**src/rtl/icc_pkg.sv**
```systemverilog
package icc_pkg;

  typedef enum logic [1:0] {
    PH_FETCH = 2'b00,
    PH_IND   = 2'b01,
    PH_EXEC  = 2'b10,
    PH_INTR  = 2'b11
  } phase_e;

  localparam int OP_W = 3;
  localparam int CW   = 18;

  // control word bit map
  localparam int B_MAR_PC   = 0;
  localparam int B_MAR_IR   = 1;
  localparam int B_MAR_SAVE = 2;
  localparam int B_MEM_RD   = 3;
  localparam int B_MEM_WR   = 4;
  localparam int B_PC_INC   = 5;
  localparam int B_IR_LD    = 6;
  localparam int B_IR_ADDR  = 7;
  localparam int B_MDR_PC   = 8;
  localparam int B_PC_ISR   = 9;
  localparam int B_MDR_AC   = 10;
  localparam int B_Y_LD     = 11;
  localparam int B_Z_LD     = 12;
  localparam int B_AC_LD    = 13;
  localparam int B_PC_JMP   = 14;
  localparam int B_IE_SET   = 15;
  localparam int B_ALU_LO   = 16;
  localparam int B_ALU_HI   = 17;

  localparam logic [1:0] ALU_ADD  = 2'b00;
  localparam logic [1:0] ALU_AND  = 2'b01;
  localparam logic [1:0] ALU_PASS = 2'b10;

  localparam logic [OP_W-1:0] OP_ADD = 3'd0;
  localparam logic [OP_W-1:0] OP_AND = 3'd1;
  localparam logic [OP_W-1:0] OP_LDA = 3'd2;
  localparam logic [OP_W-1:0] OP_STA = 3'd3;
  localparam logic [OP_W-1:0] OP_JMP = 3'd4;
  localparam logic [OP_W-1:0] OP_JZ  = 3'd5;
  localparam logic [OP_W-1:0] OP_EI  = 3'd6;
  localparam logic [OP_W-1:0] OP_NOP = 3'd7;

  localparam int FIXED_PHASE_LEN = 3;

  function automatic int exec_len(logic [OP_W-1:0] op);
    case (op)
      OP_ADD, OP_AND, OP_LDA: return 5;
      OP_STA:                 return 2;
      default:                return 1;
    endcase
  endfunction

endpackage

```
**src/rtl/icc_phase_ctrl.sv**
```systemverilog
module icc_phase_ctrl
  import icc_pkg::*;
#(
  parameter int STEP_W = 3
) (
  input  logic                clk,
  input  logic                rst,
  input  logic [OP_W-1:0]     op_i,
  input  logic                ind_i,
  input  logic                irq_i,
  input  logic                ie_set_i,
  output phase_e              phase_o,
  output logic [STEP_W-1:0]   step_o,
  output logic                ie_o
);

  localparam logic [STEP_W-1:0] STEP_FIRST = STEP_W'(1);

  phase_e            phase_q, phase_nx;
  logic [STEP_W-1:0] step_q;
  logic              ie_q;
  logic              last;
  logic              enter_intr;

  always_comb begin
    case (phase_q)
      PH_EXEC: last = int'(step_q) >= exec_len(op_i);
      default: last = int'(step_q) >= FIXED_PHASE_LEN;
    endcase
  end

  assign enter_intr = (phase_q == PH_EXEC) && last && irq_i && ie_q;

  always_comb begin
    case (phase_q)
      PH_FETCH: phase_nx = ind_i ? PH_IND : PH_EXEC;
      PH_IND:   phase_nx = PH_EXEC;
      PH_EXEC:  phase_nx = enter_intr ? PH_INTR : PH_FETCH;
      default:  phase_nx = PH_FETCH;
    endcase
  end

  always_ff @(posedge clk) begin
    if (rst) begin
      phase_q <= PH_FETCH;
      step_q  <= STEP_FIRST;
      ie_q    <= 1'b0;
    end else begin
      if (last) begin
        phase_q <= phase_nx;
        step_q  <= STEP_FIRST;
      end else begin
        step_q  <= step_q + STEP_FIRST;
      end
      if (enter_intr)    ie_q <= 1'b0;
      else if (ie_set_i) ie_q <= 1'b1;
    end
  end

  assign phase_o = phase_q;
  assign step_o  = step_q;
  assign ie_o    = ie_q;

  // the step counter is never zero out of reset
  a_r2_step_nonzero: assert property (@(posedge clk) disable iff (rst)
    step_q != '0);

  // indirect always hands over to execute
  a_r5_ind_to_exec: assert property (@(posedge clk) disable iff (rst)
    (phase_q == PH_IND && int'(step_q) == FIXED_PHASE_LEN) |=> (phase_q == PH_EXEC));

  // a taken interrupt lands in the interrupt phase with the enable off
  a_r9_ie_cleared: assert property (@(posedge clk) disable iff (rst)
    (phase_q == PH_EXEC && last && irq_i && ie_q) |=> (phase_q == PH_INTR && !ie_q));

  // interrupt returns to fetch step 1
  a_r10_intr_to_fetch: assert property (@(posedge clk) disable iff (rst)
    (phase_q == PH_INTR && int'(step_q) == FIXED_PHASE_LEN)
      |=> (phase_q == PH_FETCH && step_q == STEP_FIRST));

endmodule

```
**src/rtl/icc_decode.sv**
```systemverilog
module icc_decode
  import icc_pkg::*;
#(
  parameter int              STEP_W    = 3,
  parameter int              AW        = 12,
  parameter logic [AW-1:0]   SAVE_ADDR = '0,
  parameter logic [AW-1:0]   ISR_ADDR  = '0
) (
  input  phase_e              phase_i,
  input  logic [STEP_W-1:0]   step_i,
  input  logic [OP_W-1:0]     op_i,
  input  logic                zero_i,
  output logic [CW-1:0]       ctrl_o,
  output logic [AW-1:0]       save_addr_o,
  output logic [AW-1:0]       isr_addr_o
);

  logic [CW-1:0] w;
  logic [1:0]    alu;

  always_comb begin
    case (op_i)
      OP_AND:  alu = ALU_AND;
      OP_LDA:  alu = ALU_PASS;
      default: alu = ALU_ADD;
    endcase
  end

  always_comb begin
    w = '0;
    case (phase_i)
      PH_FETCH: begin
        case (int'(step_i))
          1: w[B_MAR_PC] = 1'b1;
          2: begin w[B_MEM_RD] = 1'b1; w[B_PC_INC] = 1'b1; end
          3: w[B_IR_LD] = 1'b1;
          default: ;
        endcase
      end
      PH_IND: begin
        case (int'(step_i))
          1: w[B_MAR_IR]  = 1'b1;
          2: w[B_MEM_RD]  = 1'b1;
          3: w[B_IR_ADDR] = 1'b1;
          default: ;
        endcase
      end
      PH_INTR: begin
        case (int'(step_i))
          1: w[B_MDR_PC] = 1'b1;
          2: begin w[B_MAR_SAVE] = 1'b1; w[B_PC_ISR] = 1'b1; end
          3: w[B_MEM_WR] = 1'b1;
          default: ;
        endcase
      end
      default: begin
        case (op_i)
          OP_ADD, OP_AND, OP_LDA: begin
            case (int'(step_i))
              1: w[B_MAR_IR] = 1'b1;
              2: w[B_MEM_RD] = 1'b1;
              3: w[B_Y_LD]   = 1'b1;
              4: begin w[B_Z_LD] = 1'b1; w[B_ALU_HI:B_ALU_LO] = alu; end
              5: w[B_AC_LD]  = 1'b1;
              default: ;
            endcase
          end
          OP_STA: begin
            case (int'(step_i))
              1: begin w[B_MAR_IR] = 1'b1; w[B_MDR_AC] = 1'b1; end
              2: w[B_MEM_WR] = 1'b1;
              default: ;
            endcase
          end
          OP_JMP:  if (int'(step_i) == 1) w[B_PC_JMP] = 1'b1;
          OP_JZ:   if (int'(step_i) == 1) w[B_PC_JMP] = zero_i;
          OP_EI:   if (int'(step_i) == 1) w[B_IE_SET] = 1'b1;
          default: ;
        endcase
      end
    endcase
  end

  assign ctrl_o      = w;
  assign save_addr_o = w[B_MAR_SAVE] ? SAVE_ADDR : '0;
  assign isr_addr_o  = w[B_PC_ISR]   ? ISR_ADDR  : '0;

  // a memory read and the IR load never share a step
  always_comb begin
    a_r3_rd_not_with_ir: assert (!(w[B_MEM_RD] && w[B_IR_LD]));
  end

endmodule

```
**src/rtl/icc_sequencer.sv**
```systemverilog
module icc_sequencer
  import icc_pkg::*;
#(
  parameter int            STEP_W    = 3,
  parameter int            AW        = 12,
  parameter logic [AW-1:0] SAVE_ADDR = AW'('h010),
  parameter logic [AW-1:0] ISR_ADDR  = AW'('h100)
) (
  input  logic                 clk,
  input  logic                 rst,
  input  logic [OP_W-1:0]      op_i,
  input  logic                 ind_i,
  input  logic                 zero_i,
  input  logic                 irq_i,
  output logic [CW-1:0]        ctrl_o,
  output logic [1:0]           icc_o,
  output logic [STEP_W-1:0]    step_o,
  output logic                 ie_o,
  output logic [AW-1:0]        save_addr_o,
  output logic [AW-1:0]        isr_addr_o
);

  phase_e            phase;
  logic [STEP_W-1:0] step;
  logic [CW-1:0]     ctrl;

  icc_phase_ctrl #(.STEP_W(STEP_W)) u_phase (
    .clk      (clk),
    .rst      (rst),
    .op_i     (op_i),
    .ind_i    (ind_i),
    .irq_i    (irq_i),
    .ie_set_i (ctrl[B_IE_SET]),
    .phase_o  (phase),
    .step_o   (step),
    .ie_o     (ie_o)
  );

  icc_decode #(
    .STEP_W    (STEP_W),
    .AW        (AW),
    .SAVE_ADDR (SAVE_ADDR),
    .ISR_ADDR  (ISR_ADDR)
  ) u_decode (
    .phase_i     (phase),
    .step_i      (step),
    .op_i        (op_i),
    .zero_i      (zero_i),
    .ctrl_o      (ctrl),
    .save_addr_o (save_addr_o),
    .isr_addr_o  (isr_addr_o)
  );

  assign ctrl_o = ctrl;
  assign icc_o  = phase;
  assign step_o = step;

  // the fetch read always follows a MAR-from-PC step
  a_r3_rd_after_mar: assert property (@(posedge clk) disable iff (rst)
    (phase == PH_FETCH && ctrl[B_MEM_RD]) |-> $past(ctrl[B_MAR_PC]));

  // read and write strobes are exclusive
  a_r11_rd_wr_exclusive: assert property (@(posedge clk) disable iff (rst)
    !(ctrl[B_MEM_RD] && ctrl[B_MEM_WR]));

endmodule

```
**config.mk**
```make
export PLATFORM = sky130hd
export DESIGN_NAME = icc_sequencer
export DESIGN_NICKNAME = d
export VERILOG_FILES = /design/src/rtl/icc_pkg.sv /design/src/rtl/icc_phase_ctrl.sv /design/src/rtl/icc_decode.sv /design/src/rtl/icc_sequencer.sv
export SDC_FILE = /design/constraint.sdc
export NUM_CORES = 1
export LEC_CHECK = 0
export BUFFER_PORTS_ARGS = -buffer_cell sky130_fd_sc_hd__buf_2
export CORE_MARGIN = 2
export CORE_UTILIZATION = 41
export DETAILED_ROUTE_END_ITERATION = 8
export PLACE_DENSITY = 0.87
export SLEW_MARGIN = 20
export SYNTH_ARGS = -nofsm -noshare
export SYNTH_HDL_FRONTEND = slang
export SYNTH_SLANG_ARGS = --single-unit
```
**constraint.sdc**
```tcl
create_clock -name clk -period 2.14 [get_ports clk]
set_input_delay 0.428 -clock clk [delete_from_list [all_inputs] [get_ports clk]]
set_output_delay 0.428 -clock clk [all_outputs]
set_load 0.005 [all_outputs]
```
== Word level (Yosys, flattened, before mapping) ==
Cells that the tools add are included.

* $add $sub $neg: 1
* $lt $le $gt $ge: 2
* Eq/ne operators: 15
* Muxes and demuxes: 34
* Reduce and logical (&&, ||, !) cells: 12

{| class="wikitable"
|+ Operator list
! kind !! number
|-
| 4-bit by 32-bit greater-or-equal comparator with 1-bit output || 1
|-
| 32-bit 2-to-1 mux || 1
|-
| 1-bit 2-to-1 mux || 16
|-
| 3-bit by 2-bit equality test with 1-bit output, second input constant || 5
|-
| 3-bit equality test, second input constant || 5
|-
| 2-bit 2-to-1 mux || 6
|-
| 9-bit 2-to-1 mux || 1
|-
| 8-bit 2-to-1 mux || 1
|-
| 1-bit case mux with 2 select lines || 4
|-
| 2-bit OR reduction || 4
|-
| 3-bit by 1-bit equality test with 1-bit output, second input constant || 2
|-
| 2-bit case mux with 3 select lines || 1
|-
| 3-bit case mux with 2 select lines || 1
|-
| 3-bit OR reduction || 2
|-
| 5-bit 2-to-1 mux || 1
|-
| 2-bit equality test, second input constant || 2
|-
| 2-bit case mux with 2 select lines || 1
|-
| 4-bit OR reduction || 1
|-
| 3-bit by 1-bit adder with 3-bit output, second input constant || 1
|-
| 3-bit by 2-bit greater-or-equal comparator with 1-bit output, second input constant || 1
|-
| 1-bit logical AND || 3
|-
| 3-bit logical NOT || 1
|-
| 3-bit 2-to-1 mux || 1
|-
| 2-bit by 1-bit equality test with 1-bit output, second input constant || 1
|-
| 2-bit logical NOT || 1
|}

* Flip-flop bits (word level): 6
* Bits of input ports: 8
* Output and inout bits: 48
* Word-level logic and storage cells: 67

== Longest topological paths before layout ==
* Word-level depth: 11
* Depth in mapped cells: 8
* Depth with buffers taken out: 7

== Hierarchy ==
From an unflattened synthesis, not the netlist that was laid out.

* Cells, all modules: 105
* Area total of the unflattened synthesis: 845.8 um^2

{| class="wikitable"
|+ Modules (own cells, without submodules)
! module !! instances !! cells an instance !! area each (um^2) !! sequential area each (um^2)
|-
| icc_decode || 1 || 65 || 471.7 || 0.0
|-
| icc_phase_ctrl || 1 || 40 || 374.1 || 120.1
|}

== Worst setup path before layout ==
No wires, ideal clock.

* Path type: input port to flip-flop
* Start: input op_i[1]
* End: register u_phase.step_q[0] (netlist: u_phase.step_o[0])
* Library setup time: 120 ps
* Arrival: 1857 ps
* Required time: 2020 ps
* Path slack: 163 ps
* Stages on the path: 8
* Path buffers: 1
* Cell sequence: buf_2 > a21oi_1 > inv_1 > ha_1 > a21o_1 > a311oi_1 > o21bai_1 > or2_1

* Cells in the longest elaborated chain, start to end: 7
* Elaborated cells between the ends (all ways): 10
* Those cells by class: 1 x order compare; 3 x eq/ne; 3 x mux; 3 x reduce/logical

{| class="wikitable"
|+ Ends and longest elaborated chain
! item !! RTL line !! RTL
|-
| start, declared || icc_sequencer.sv:11 || <nowiki>input logic [OP_W-1:0] op_i,</nowiki>
|-
| 3-bit by 1-bit equality test with 1-bit output (tied with other cells) || icc_pkg.sv:49 || <nowiki>case (op)</nowiki>
|-
| 3-bit OR reduction || icc_pkg.sv:49 ||
|-
| 3-bit case mux with 2 select lines * || icc_pkg.sv:49 ||
|-
| 32-bit 2-to-1 mux * || icc_phase_ctrl.sv:26 || <nowiki>case (phase_q)</nowiki>
|-
| 4-bit by 32-bit greater-or-equal comparator with 1-bit output * || icc_phase_ctrl.sv:27 || <nowiki>PH_EXEC: last = int'(step_q) >= exec_len(op_i);</nowiki>
|-
| 1-bit 2-to-1 mux * || icc_phase_ctrl.sv:26 ||
|-
| 2-bit OR reduction (no line) * || n/a ||
|-
| end signal, assigned || icc_phase_ctrl.sv:53 || <nowiki>step_q <= step_q + STEP_FIRST;</nowiki>
|-
| end, declared || icc_phase_ctrl.sv:20 || <nowiki>logic [STEP_W-1:0] step_q;</nowiki>
|}

Every way passes the cells marked *; elsewhere a longest branch is shown, timed or not. The select of a mux whose other input is x is not followed.
A chain may end at the register's enable or synchronous reset.

== Worst setup path after layout ==
* Start: register u_phase.step_q[1] (netlist: u_phase.step_o[1])
* End: output ctrl_o[14]

* Cells in the longest elaborated chain, start to end: 4
* Elaborated cells between the ends (all ways): 5
* Those cells by class: 1 x eq/ne; 4 x mux

{| class="wikitable"
|+ Ends and longest elaborated chain
! item !! RTL line !! RTL
|-
| 3-bit by 2-bit equality test with 1-bit output * || icc_decode.sv:75, icc_decode.sv:76 ||
|-
| 1-bit 2-to-1 mux (on tied branches) || icc_decode.sv:76, icc_decode.sv:75 ||
|-
| 1-bit case mux with 2 select lines * || icc_decode.sv:57 || <nowiki>case (op_i)</nowiki>
|-
| 8-bit 2-to-1 mux * || icc_decode.sv:31 || <nowiki>case (phase_i)</nowiki>
|-
| end, declared || icc_sequencer.sv:15 || <nowiki>output logic [CW-1:0] ctrl_o,</nowiki>
|}

Every way passes the cells marked *; elsewhere a longest branch is shown, timed or not.

==> summary.md <==
The via count of the first global-routing pass is 657, and the starting utilization of the core area is 0.424. The area of the placeable core came out at 1920 µm². Across the routed clock network, the largest skew measured is 0.00159 ns. The startpoint-to-endpoint class of the critical path was reg2out. STA classifies the critical path endpoint as an output pin.

The post-CTS repair timing setup buffer count was 0. In this run the power density over the cells is 934 nW/µm². The number of nets with antenna violations after detailed routing is 0. The worst hold path belongs to the class in2reg. The routed layout has 774 vias. The number of antenna violations at the first check in global routing was 0. The final net count is 160, and the count of boundary I/O pins is 56. The biggest area consumer among synthesized cells is sky130_fd_sc_hd__buf_4. Static timing analysis puts the maximum clock frequency at 508 MHz.

Setup violations remaining at the end of the flow were counted as 0. The number of max-slew violations in the final report is 0. The fraction of final layout cells with drive strength greater than 1 was 0.289. The run gives 1 as the level count of the clock H-tree. The first detailed-routing pass ran for 4 iterations.

The die covers 2360 µm². Data on the critical path arrives at its endpoint at 1.54 ns. Adding up every negative setup slack in the final design gives 0 ns. For the HPWL after detailed placement, the log shows 1.41 mm.

Along the worst path, the maximum fanout reaches 6. The commonest non-fill, non-tap cell in the layout is sky130_fd_sc_hd__buf_2. The startpoint of the worst-slack reg-to-reg timing path was u_phase.step_o[0]. The reported max-cap violation count was 0. For the layout filler cell count, the log shows 213.

Sorting the synthesized cells by area gives the leading types as sky130_fd_sc_hd__buf_4 (24%), sky130_fd_sc_hd__dfxtp_1 (15%), sky130_fd_sc_hd__ha_1 (12%). Clock-pin slew was measured on the worst setup and hold paths at 0.04 ns. The internal power of the cells totals 0.458 mW.

Number of CTS-inserted buffers: 3. The worst hold path begins at rst. Summing every instance area after synthesis gives 816 µm². Fraction of power consumed by combinational cells: 0.612. Summing all multi-input logic gate instances after layout gives 546 µm².

No sink is reached through more buffers than the 2 on the longest clock path. Setup repair after global routing left no endpoint under its margin. Tracing the worst setup path back leads to its startpoint at u_phase.step_o[1]. The first-pass GRT wire length is 2.68 mm, and the horizontal extent of the die is 48.6 µm.

In this run the core area contains 16 standard-cell rows. Clock latency on the worst-skew pair, taken at its later pin, is 0.24 ns. The tree is rooted in a sky130_fd_sc_hd__clkbuf_4. The post-synthesis sequential area ratio was 0.147; the iteration-0 DRC count of the detailed router was 1. The run finished with clean final reports. The tools report the type of element launching the critical path as a flip-flop.

At the end of routability-driven placement, the weighted congestion stood at 0.832. The smallest clock period supported by the final layout is computed as 1.97 ns. The peak ir drop on the vdd network is 0.352 mV.

The global-route congestion overflow total was 0; the fraction of the cycle the final worst path needs was 0.920. For the number of standard cells after synthesis, the log shows 113. The growth of design area from synthesis to finish was 13.3%; the count of final hold-check violations was 0. The number of warning messages in the yosys log came out at 0. The y dimension of the die works out to 48.6 µm.

The CTS sink count was 6. TritonCTS built the clock tree. The global router's overall resource usage was 0.145.

For the required arrival time at the worst endpoint, the log shows 1.71 ns. The storage element area was 120 µm². For this block, the routed nets add up to 1.75 mm of wire.

The net switching power of the design was 0.406 mW; the number of buffers inserted by port buffering was 33. In the routed design, unresolved DRC markers number 0. The tools report the count of different cell masters after synthesis as 30.

The library cells used most frequently in the layout, excluding fill and tap cells, are sky130_fd_sc_hd__buf_2 (33), sky130_fd_sc_hd__conb_1 (22), sky130_fd_sc_hd__nor2_1 (11). The switching share of power was 0.470; the vias per cell was 4.58. The synthesized flop and latch total was 6; the maximum number of pins on one net before global-route repair was 19. The tightest hold path in the finished design has a slack of 0.400 ns. The tools report the portion of total power attributed to sequential cells as 0.272. The fraction of synthesized cell area taken by the top area cell type came out at 0.239.

In the final routed layout, each cell accounts on average for 10.3 µm. The number of inserted diodes is 0. In this run the mean area of a mapped cell was 7.22 µm². The run gives 0.117 as the clock power share. The leakage dissipation is 0.533 nW.
==> metal layers <==
| metal | part of all wire | wire length, µm | track usage | vias up |
|---|---|---|---|---|
| met2 | 0.50 | 868 | 0.281 | 34 |
| met3 | 0.074 | 129 | 0.0309 | 4 |
| li1 | - | - | - | 397 |
| met4 | 0.016 | 28 | 0.0857 | 0 |
| met1 | 0.41 | 721 | 0.136 | 339 |
| met5 | 0 | 0 | 0 | - |
==> power groups by stage <==
stage               Clock, mW  Combinational [mW]  Sequential [mW]
global route            0.107               0.598            0.247
finish                  0.101               0.528            0.235
CTS                     0.107               0.510            0.232
floorplan                   0               0.413            0.197
detailed placement          0               0.506            0.234
global placement            0               0.492            0.232
==> critical path, stage by stage, from the launching register on <==
cell and delay (ns):
sky130_fd_sc_hd__dfxtp_1 0.36, sky130_fd_sc_hd__inv_1 0.10, sky130_fd_sc_hd__ha_1 0.22, sky130_fd_sc_hd__nand2b_4 0.09, sky130_fd_sc_hd__nor2_2 0.13, sky130_fd_sc_hd__nand2_1 0.10
sky130_fd_sc_hd__nor3_1 0.17, sky130_fd_sc_hd__buf_2 0.14
==> synth_stat cells <==
| library cell | n |
|---|---|
| sky130_fd_sc_hd__a211o_2 | 1 |
| sky130_fd_sc_hd__ha_1 | 8 |
| sky130_fd_sc_hd__or2_1 | 1 |
| sky130_fd_sc_hd__nor3b_1 | 1 |
| sky130_fd_sc_hd__nand3_1 | 2 |
| sky130_fd_sc_hd__nor3_1 | 7 |
| sky130_fd_sc_hd__o21bai_1 | 1 |
| sky130_fd_sc_hd__a21oi_1 | 7 |
| sky130_fd_sc_hd__inv_1 | 8 |
| sky130_fd_sc_hd__nand4b_1 | 2 |
| sky130_fd_sc_hd__nand2_1 | 5 |
| sky130_fd_sc_hd__nor2b_1 | 1 |
| sky130_fd_sc_hd__a211o_1 | 1 |
| sky130_fd_sc_hd__nor2_1 | 12 |
| sky130_fd_sc_hd__nand2b_1 | 6 |
| sky130_fd_sc_hd__buf_2 | 2 |
| sky130_fd_sc_hd__buf_4 | 26 |
| sky130_fd_sc_hd__nand3b_1 | 2 |
| sky130_fd_sc_hd__a221oi_2 | 1 |
| sky130_fd_sc_hd__and3_1 | 2 |
| sky130_fd_sc_hd__a31oi_1 | 1 |
| sky130_fd_sc_hd__clkbuf_1 | 1 |
| sky130_fd_sc_hd__and4_1 | 1 |
| sky130_fd_sc_hd__o21ai_0 | 2 |
| sky130_fd_sc_hd__and2b_1 | 1 |
| sky130_fd_sc_hd__dfxtp_1 | 6 |
| sky130_fd_sc_hd__a311oi_1 | 1 |
| sky130_fd_sc_hd__a21o_1 | 2 |
| sky130_fd_sc_hd__a41oi_1 | 1 |
| sky130_fd_sc_hd__conb_1 | 1 |
==> worst paths after layout <==
path | end | slack (ns) | depth (start not counted)
min | u_phase.phase_o[0] | 0.40 | 2
max | ctrl_o[14] | 0.17 | 7
min reg2reg | u_phase.phase_o[0] | 0.59 | 2
max reg2reg | u_phase.step_o[0] | 0.42 | 6
==> state kept, by name, summed over array words and instances, names as in the netlist <==
| signal | flops |
|---|---|
| u_phase.step_o | 3 |
| u_phase.ie_o | 1 |
| u_phase.phase_o | 2 |
==> final cells by class <==
cell class / instances / share of cell area
Timing Repair Buffer: 34 / 0.187
Clock buffer: 3 / 0.0244
Tap cell: 27 / 0.0365
Sequential cell: 6 / 0.130
Inverter: 8 / 0.0325
Multi-Input combinational cell: 91 / 0.590
==> metrics by stage <==
| step | area [µm²] | utilization | setup slack, ns | total power [mW] | instances |
|---|---|---|---|---|---|
| 4_1_cts | 915 | 0.476 | 0.121 | 0.849 | 169 |
| 3_3_place_gp | 892 | 0.464 | 0.152 | 0.724 | 166 |
| 3_5_place_dp | 892 | 0.464 | 0.116 | 0.740 | 166 |
| 5_1_grt | 925 | 0.481 | 0.0485 | 0.952 | 169 |
| 2_1_floorplan | 895 | - | 0.163 | 0.609 | 134 |
| 6_report | 925 | 0.481 | 0.171 | 0.863 | 169 |
==> what timing repair did <==
action / CTS / global route
setup endpoints to repair: 0 / 1
hold buffers: 0 / 0
gates resized for setup: 0 / 2
==> kinds of logic (layout without fill, tap and decap cells) <==
logic type	Yosys count	after routing	synth area share
buffers and inverters	37	45	0.293
AOI/OAI and AO/OA	18	18	0.153
DFF	6	6	0.147
other	1	22	0.00460
adders and majority gates	8	8	0.123
and+or+nand+nor	43	43	0.279
Note: power is estimated with default switching activity, not from simulation.
